[config.mk]
export PLATFORM = sky130hd
export DESIGN_NAME = p80_serial_core
export DESIGN_NICKNAME = d
export VERILOG_FILES = /design/src/rtl/p80_pkg.sv /design/src/rtl/p80_sbox.sv /design/src/rtl/p80_perm.sv /design/src/rtl/p80_keysched.sv /design/src/rtl/p80_ctrl.sv /design/src/rtl/p80_serial_core.sv
export SDC_FILE = /design/constraint.sdc
export NUM_CORES = 1
export LEC_CHECK = 0
export ABC_AREA = 1
export BUFFER_PORTS_ARGS = -buffer_cell sky130_fd_sc_hd__buf_2
export CAP_MARGIN = 20
export CORE_MARGIN = 2
export CORE_UTILIZATION = 30
export CTS_CLUSTER_SIZE = 14
export DETAILED_ROUTE_END_ITERATION = 10
export RECOVER_POWER = 100
export SYNTH_ARGS = -nofsm -noshare
export SYNTH_HDL_FRONTEND = slang
export SYNTH_SLANG_ARGS = --single-unit
export TNS_END_PERCENT = 5
[constraint.sdc]
create_clock -name clk -period 3.35 [get_ports clk]
set_input_delay 0.5025 -clock clk [delete_from_list [all_inputs] [get_ports clk]]
set_output_delay 0.5025 -clock clk [all_outputs]
set_load 0.05 [all_outputs]
[src/rtl/p80_pkg.sv]
package p80_pkg;

   typedef enum logic [1:0] {
      PH_IDLE,
      PH_LOAD,
      PH_ROUND,
      PH_UNLOAD
   } phase_e;

   // 4-bit substitution table of the round function
   function automatic logic [3:0] sbox4(input logic [3:0] x);
      logic [3:0] y;
      case (x)
         4'h0: y = 4'hC;
         4'h1: y = 4'h5;
         4'h2: y = 4'h6;
         4'h3: y = 4'hB;
         4'h4: y = 4'h9;
         4'h5: y = 4'h0;
         4'h6: y = 4'hA;
         4'h7: y = 4'hD;
         4'h8: y = 4'h3;
         4'h9: y = 4'hE;
         4'hA: y = 4'hF;
         4'hB: y = 4'h8;
         4'hC: y = 4'h4;
         4'hD: y = 4'h7;
         4'hE: y = 4'h1;
         default: y = 4'h2;
      endcase
      return y;
   endfunction

endpackage

[src/rtl/p80_sbox.sv]
module p80_sbox (
   input  logic [3:0] x,
   output logic [3:0] y
);
   assign y = p80_pkg::sbox4(x);
endmodule

[src/rtl/p80_perm.sv]
module p80_perm #(
   parameter int BLOCK_W = 64
) (
   input  logic [BLOCK_W-1:0] d,
   output logic [BLOCK_W-1:0] q
);
   localparam int STRIDE = BLOCK_W / 4;

   for (genvar i = 0; i < BLOCK_W; i++) begin : g_bit
      localparam int DST = (i == BLOCK_W-1) ? i : (i * STRIDE) % (BLOCK_W-1);
      assign q[DST] = d[i];
   end
endmodule

[src/rtl/p80_keysched.sv]
module p80_keysched #(
   parameter int KEY_W   = 80,
   parameter int BLOCK_W = 64,
   parameter int NIB     = 4,
   parameter int ROT     = 61,
   parameter int RND_W   = 5,
   parameter int CTR_LO  = 15,
   parameter int SLOT_W  = 4
) (
   input  logic               clk,
   input  logic               rst_n,
   input  logic               shift_en,
   input  logic [NIB-1:0]     nib_in,
   input  logic               upd_en,
   input  logic [RND_W-1:0]   rnd,
   input  logic [SLOT_W-1:0]  slot,
   output logic [NIB-1:0]     rk_nib,
   output logic [BLOCK_W-1:0] next_rk,
   output logic [KEY_W-1:0]   key_q
);
   logic [KEY_W-1:0] rotated;
   logic [KEY_W-1:0] key_next;
   logic [NIB-1:0]   top_sub;

   assign rotated = {key_q[KEY_W-ROT-1:0], key_q[KEY_W-1:KEY_W-ROT]};

   p80_sbox u_ks_sbox (.x(rotated[KEY_W-1 -: NIB]), .y(top_sub));

   always_comb begin
      key_next = rotated;
      key_next[KEY_W-1 -: NIB] = top_sub;
      key_next[CTR_LO +: RND_W] = rotated[CTR_LO +: RND_W] ^ rnd;
   end

   assign next_rk = key_next[KEY_W-1 -: BLOCK_W];
   assign rk_nib  = key_q[KEY_W-1-NIB*int'(slot) -: NIB];

   always_ff @(posedge clk or negedge rst_n) begin
      if (!rst_n)        key_q <= '0;
      else if (shift_en) key_q <= {key_q[KEY_W-NIB-1:0], nib_in};
      else if (upd_en)   key_q <= key_next;
   end
endmodule

[src/rtl/p80_ctrl.sv]
module p80_ctrl #(
   parameter int LOAD_CYC = 20,
   parameter int NIBS     = 16,
   parameter int ROUNDS   = 31,
   parameter int RND_W    = 5,
   parameter int CNT_W    = 5,
   parameter int SLOT_W   = 4
) (
   input  logic              clk,
   input  logic              rst_n,
   input  logic              start,
   output logic              key_shift,
   output logic              pt_shift,
   output logic              sub_step,
   output logic              round_end,
   output logic              last_round,
   output logic              out_shift,
   output logic [RND_W-1:0]  rnd,
   output logic [SLOT_W-1:0] slot,
   output logic              busy,
   output logic              done,
   output logic              out_valid
);
   import p80_pkg::*;

   localparam logic [CNT_W-1:0] LOAD_LAST = CNT_W'(LOAD_CYC-1);
   localparam logic [CNT_W-1:0] NIB_LAST  = CNT_W'(NIBS-1);
   localparam logic [CNT_W-1:0] NIB_CNT   = CNT_W'(NIBS);
   localparam logic [RND_W-1:0] RND_LAST  = RND_W'(ROUNDS);

   phase_e           phase_q;
   logic [CNT_W-1:0] cnt_q;

   wire idle_go = (phase_q == PH_IDLE) && start;

   assign key_shift  = idle_go || (phase_q == PH_LOAD);
   assign pt_shift   = idle_go || ((phase_q == PH_LOAD) && (cnt_q < NIB_CNT));
   assign sub_step   = (phase_q == PH_ROUND) && (cnt_q != NIB_LAST);
   assign round_end  = (phase_q == PH_ROUND) && (cnt_q == NIB_LAST);
   assign last_round = round_end && (rnd == RND_LAST);
   assign out_shift  = (phase_q == PH_UNLOAD);
   assign out_valid  = (phase_q == PH_UNLOAD);
   assign busy       = (phase_q != PH_IDLE);
   assign slot       = cnt_q[SLOT_W-1:0];

   always_ff @(posedge clk or negedge rst_n) begin
      if (!rst_n) begin
         phase_q <= PH_IDLE;
         cnt_q   <= '0;
         rnd     <= RND_W'(1);
         done    <= 1'b0;
      end else begin
         done <= 1'b0;
         case (phase_q)
            PH_IDLE: if (start) begin
               phase_q <= PH_LOAD;
               cnt_q   <= CNT_W'(1);
            end
            PH_LOAD: if (cnt_q == LOAD_LAST) begin
               phase_q <= PH_ROUND;
               cnt_q   <= '0;
               rnd     <= RND_W'(1);
            end else begin
               cnt_q <= cnt_q + 1'b1;
            end
            PH_ROUND: if (cnt_q == NIB_LAST) begin
               cnt_q <= '0;
               if (rnd == RND_LAST) begin
                  phase_q <= PH_UNLOAD;
                  done    <= 1'b1;
               end else begin
                  rnd <= rnd + 1'b1;
               end
            end else begin
               cnt_q <= cnt_q + 1'b1;
            end
            default: if (cnt_q == NIB_LAST) begin
               phase_q <= PH_IDLE;
               cnt_q   <= '0;
            end else begin
               cnt_q <= cnt_q + 1'b1;
            end
         endcase
      end
   end
endmodule

[src/rtl/p80_serial_core.sv]
module p80_serial_core #(
   parameter int BLOCK_W = 64,
   parameter int KEY_W   = 80,
   parameter int NIB     = 4,
   parameter int ROUNDS  = 31
) (
   input  logic           clk,
   input  logic           rst_n,
   input  logic           start,
   input  logic [NIB-1:0] key_nib,
   input  logic [NIB-1:0] pt_nib,
   output logic           busy,
   output logic           done,
   output logic           out_valid,
   output logic [NIB-1:0] ct_nib
);
   localparam int NIBS     = BLOCK_W / NIB;
   localparam int LOAD_CYC = KEY_W / NIB;
   localparam int RND_W    = $clog2(ROUNDS + 1);
   localparam int CNT_W    = $clog2(LOAD_CYC + 1);
   localparam int SLOT_W   = $clog2(NIBS);

   if (BLOCK_W != 64 || KEY_W != 80 || NIB != 4) begin : g_bad_geom
      $error("p80_serial_core: round function fixed at 64-bit block, 80-bit key, 4-bit slices");
   end
   if (ROUNDS < 1 || ROUNDS > 31) begin : g_bad_rounds
      $error("p80_serial_core: ROUNDS must fit the 5-bit round counter");
   end

   logic               key_shift, pt_shift, sub_step, round_end, last_round, out_shift;
   logic [RND_W-1:0]   rnd;
   logic [SLOT_W-1:0]  slot;
   logic [NIB-1:0]     rk_nib;
   logic [BLOCK_W-1:0] next_rk;
   logic [KEY_W-1:0]   key_q;
   logic [BLOCK_W-1:0] state_q;
   logic [NIB-1:0]     mixed, sub_serial, sub_last;
   logic [BLOCK_W-1:0] pre_perm, post_perm;

   p80_ctrl #(
      .LOAD_CYC(LOAD_CYC), .NIBS(NIBS), .ROUNDS(ROUNDS),
      .RND_W(RND_W), .CNT_W(CNT_W), .SLOT_W(SLOT_W)
   ) u_ctrl (
      .clk(clk), .rst_n(rst_n), .start(start),
      .key_shift(key_shift), .pt_shift(pt_shift), .sub_step(sub_step),
      .round_end(round_end), .last_round(last_round), .out_shift(out_shift),
      .rnd(rnd), .slot(slot), .busy(busy), .done(done), .out_valid(out_valid)
   );

   p80_keysched #(
      .KEY_W(KEY_W), .BLOCK_W(BLOCK_W), .NIB(NIB), .ROT(61),
      .RND_W(RND_W), .CTR_LO(15), .SLOT_W(SLOT_W)
   ) u_ks (
      .clk(clk), .rst_n(rst_n), .shift_en(key_shift), .nib_in(key_nib),
      .upd_en(round_end), .rnd(rnd), .slot(slot),
      .rk_nib(rk_nib), .next_rk(next_rk), .key_q(key_q)
   );

   assign mixed = state_q[BLOCK_W-1 -: NIB] ^ rk_nib;

   // serial-path S-box and permutation-feeding S-box, kept separate
   p80_sbox u_sbox_serial (.x(mixed), .y(sub_serial));
   p80_sbox u_sbox_last   (.x(mixed), .y(sub_last));

   assign pre_perm = {state_q[BLOCK_W-NIB-1:0], sub_last};

   p80_perm #(.BLOCK_W(BLOCK_W)) u_perm (.d(pre_perm), .q(post_perm));

   always_ff @(posedge clk or negedge rst_n) begin
      if (!rst_n)
         state_q <= '0;
      else if (pt_shift)
         state_q <= {state_q[BLOCK_W-NIB-1:0], pt_nib};
      else if (sub_step)
         state_q <= {state_q[BLOCK_W-NIB-1:0], sub_serial};
      else if (round_end)
         state_q <= last_round ? (post_perm ^ next_rk) : post_perm;
      else if (out_shift)
         state_q <= {state_q[BLOCK_W-NIB-1:0], {NIB{1'b0}}};
   end

   assign ct_nib = state_q[BLOCK_W-1 -: NIB];
endmodule

==> metrics.txt <==
status finished, violations left; failing checks max-capacitance violations, max-slew violations; most common cell after layout, fill and taps aside nand2_1; Chip Height 181 microns; Resized Gates After CTS 0; fin. max-slew vios 77; top cells by area, synth dfrtp_1 (42%), nand2_1 (13%), o21ai_0 (8.3%); Final GP Congestion 0.913; Leakage 0.00468 uW; cell taking the most area after synthesis dfrtp_1; DR DRC count 0; Syn Nets 1,253; Boundary Pins 18; Reg2Reg Setup Slack 0.24 ns; first-pass GRT wire length 47.6 mm; drt first pass iters 5; Hold Crit Start key_nib[1]; starting density of the core 30.5%; Syn. warnings 0; delay-heaviest family, CP buffers and inverters; post-synthesis sequential area ratio 42.0%; Root Driver clkbuf_16; CP dominant cell by count inv_1; Post-synth ARST share 100%; skew final 0.0148 ns; kind of critical path register to register; Antenna diodes 0; setup TNS after final layout 0 ns; start of the worst register-to-register path u_ctrl.phase_q[0]; WHS Path Cells 3; H-tree Lvls 4; WHS Endpoint u_ks.key_q[1]; CP required 3.68 ns; fin crit share 92.9%; VDD IR-drop max 526 uV; number of fill cells in the layout 3,274; worst-margin pin slew 2.08 ns; Max Fanout on Critical Path 56; f_max 321 MHz; most frequent cells in the layout nand2_1 (317), o21ai_0 (157), dfrtp_1 (156); Syn Area/Cell 7.66 sq um; pwr/cell area 1070 nW/um^2; max_cap viols 1; slew margin rel. -38.9%; floorplan row count 64; Reg2Reg Capture Point u_ks.key_q[36]; CTS buffer count 17; setup bufs post-CTS 0; CTS tree yes; CP bufs+invs 4; Routed Antenna Nets 0; Synth Register Bits 157; core footprint 30,700 sq um; CP Launch Type register; DP Worst Slack 0.481 ns; drt first-iter violations 812; Synth Instances 1,222; Tightest Hold Check Type primary input to register; worst setup margin 0.239 ns; Final Hold Vio Count 0; die area 32,600 sq um; Die Span X 181 microns; worst-path cell chain inv_1 > ha_1 > nand2_1 > inv_1 > nor2_2 > inv_1 > nor2_4 > buf_4 > a22oi_1 > o21ai_0; post-synthesis cell area 9360 sq um; CP max-delay cell buf_4; RSZ-0062 raised after global routing no; Setup violations, final 0; Worst-Skew Late Latency 0.44 ns; Setup crit end kind register; DRT Wirelength 29.8 mm; share of cells above drive strength 1 6.34%; fin util 33.6%; GRT Resource Usage Total 18.6%; CTS clk-pin slew, worst paths 0.07 ns; input/output buffers 17; Final #Nets 1,233; area grow syn2layout 10.2%; Synth Flop Type dfrtp_1; via count 8,408; antenna violations before repair 0; Post-CTS Hold Fix Bufs 0; grt ovf 0; CTS Sinks 157; critical path arrival 3.44 ns; vias in the first global route 8,082; vias per inst 5.22; Synth top area share 41.7%; reg2reg path depth 10; largest net degree at the start of global routing 100; clock buffer depth 2; WL/cell 18.5 microns; crit-path max cell delay 0.54 ns; crit path time final 3.11 ns; EDFF count, synth 0; Unique masters post-synth 38; post-DP HPWL 21.0 mm
synthesized netlist by cell type, types with 2 or more instances:
library cell    n
a21oi_1        72
a22oi_1        74
a31oi_1         3
buf_1           4
buf_2          21
buf_4           4
buf_6           6
clkbuf_1       36
dfrtp_1       156
ha_1           20
inv_1         121
inv_2           7
nand2_1       317
nand2_2         7
nand2_4         2
nand3_1        81
nand3_2         3
nand4_1         4
nor2_1         32
nor3_1          3
nor3_2          2
o211ai_1        2
o21a_1          2
o21ai_0       155
o21ai_1         8
o221ai_1        7
xnor2_1         5
xor2_1         58
power by group:
| part | switching [uW] | total [uW] | leakage [uW] | internal, uW |
|---|---|---|---|---|
| combinational | 3740 | 5520 | 0.00233 | 1770 |
| clock | 832 | 1930 | 0.000272 | 1100 |
| sequential | 1010 | 3640 | 0.00208 | 2630 |
| total | 5590 | 11100 | 0.00468 | 5500 |
per-layer routing:
layer	share of wire, %	track usage, %	vias up
met5	0	0	-
met4	3.1	6.29	0
met3	7.0	3.76	52
met2	45	27.9	324
met1	45	26.5	4025
li1	-	-	4007
worst register-to-register path, stage by stage, from the launching register on:
cell and delay, ns:
dfrtp_1 0.38, inv_1 0.09, ha_1 0.27, nand2_1 0.15
inv_1 0.07, nor2_2 0.33, inv_1 0.53, nor2_4 0.22
buf_4 0.54, a22oi_1 0.27, o21ai_0 0.17
registers in the layout (all words and copies together) (netlist names):
name / cells
u_ctrl.done: 1
u_ctrl.rnd: 5
u_ctrl.phase_q: 2
state_q: 64
u_ks.key_q: 80
u_ctrl.cnt_q: 5
through the flow:
step | total power, uW | hold slack (ns) | cells | area (sq um)
2_1_floorplan | 7470 | 0.207 | 1222 | 9360
3_3_place_gp | 9050 | 0.487 | 1579 | 9780
3_5_place_dp | 9130 | 0.500 | 1579 | 9780
4_1_cts | 11100 | 0.142 | 1611 | 10400
5_1_grt | 12000 | 0.286 | 1611 | 10300
6_report | 11100 | 0.270 | 1611 | 10300
how the worst max path moves through the flow:
stage	depth (start not counted)	startpoint	slack (ns)	end
finish	10	u_ctrl.phase_q[0]	0.24	u_ks.key_q[36]
global route	10	u_ctrl.rnd[0]	0.07	state_q[8]
CTS	18	u_ctrl.cnt_q[2]	0.47	state_q[32]
detailed placement	18	u_ctrl.cnt_q[2]	0.48	state_q[32]
global placement	18	u_ctrl.cnt_q[2]	0.46	state_q[32]
floorplan	15	u_ctrl.cnt_q[2]	0.85	state_q[32]
final cells by class:
type,instances,area [sq um],area share [%]
clock buffer,23,488,4.73
clock inverter,9,87.6,0.849
inverter,129,487,4.72
multi-input combinational,865,4600,44.6
sequential,157,3930,38.1
tap,396,495,4.80
timing repair buffer,32,230,2.23
cells by family (layout without fill, tap and decap cells):
group / Yosys count / in the layout / synth area share (%)
AO/OA/AOI/OAI: 329 / 329 / 20.3
XOR/XNOR: 63 / 63 / 5.90
flip-flops: 157 / 157 / 42.0
buffers and inverters: 200 / 193 / 8.97
adder cells (fa/ha/maj): 20 / 20 / 2.67
AND/OR/NAND/NOR: 453 / 453 / 20.2
No activity file was read; power rests on OpenSTA's default activity.
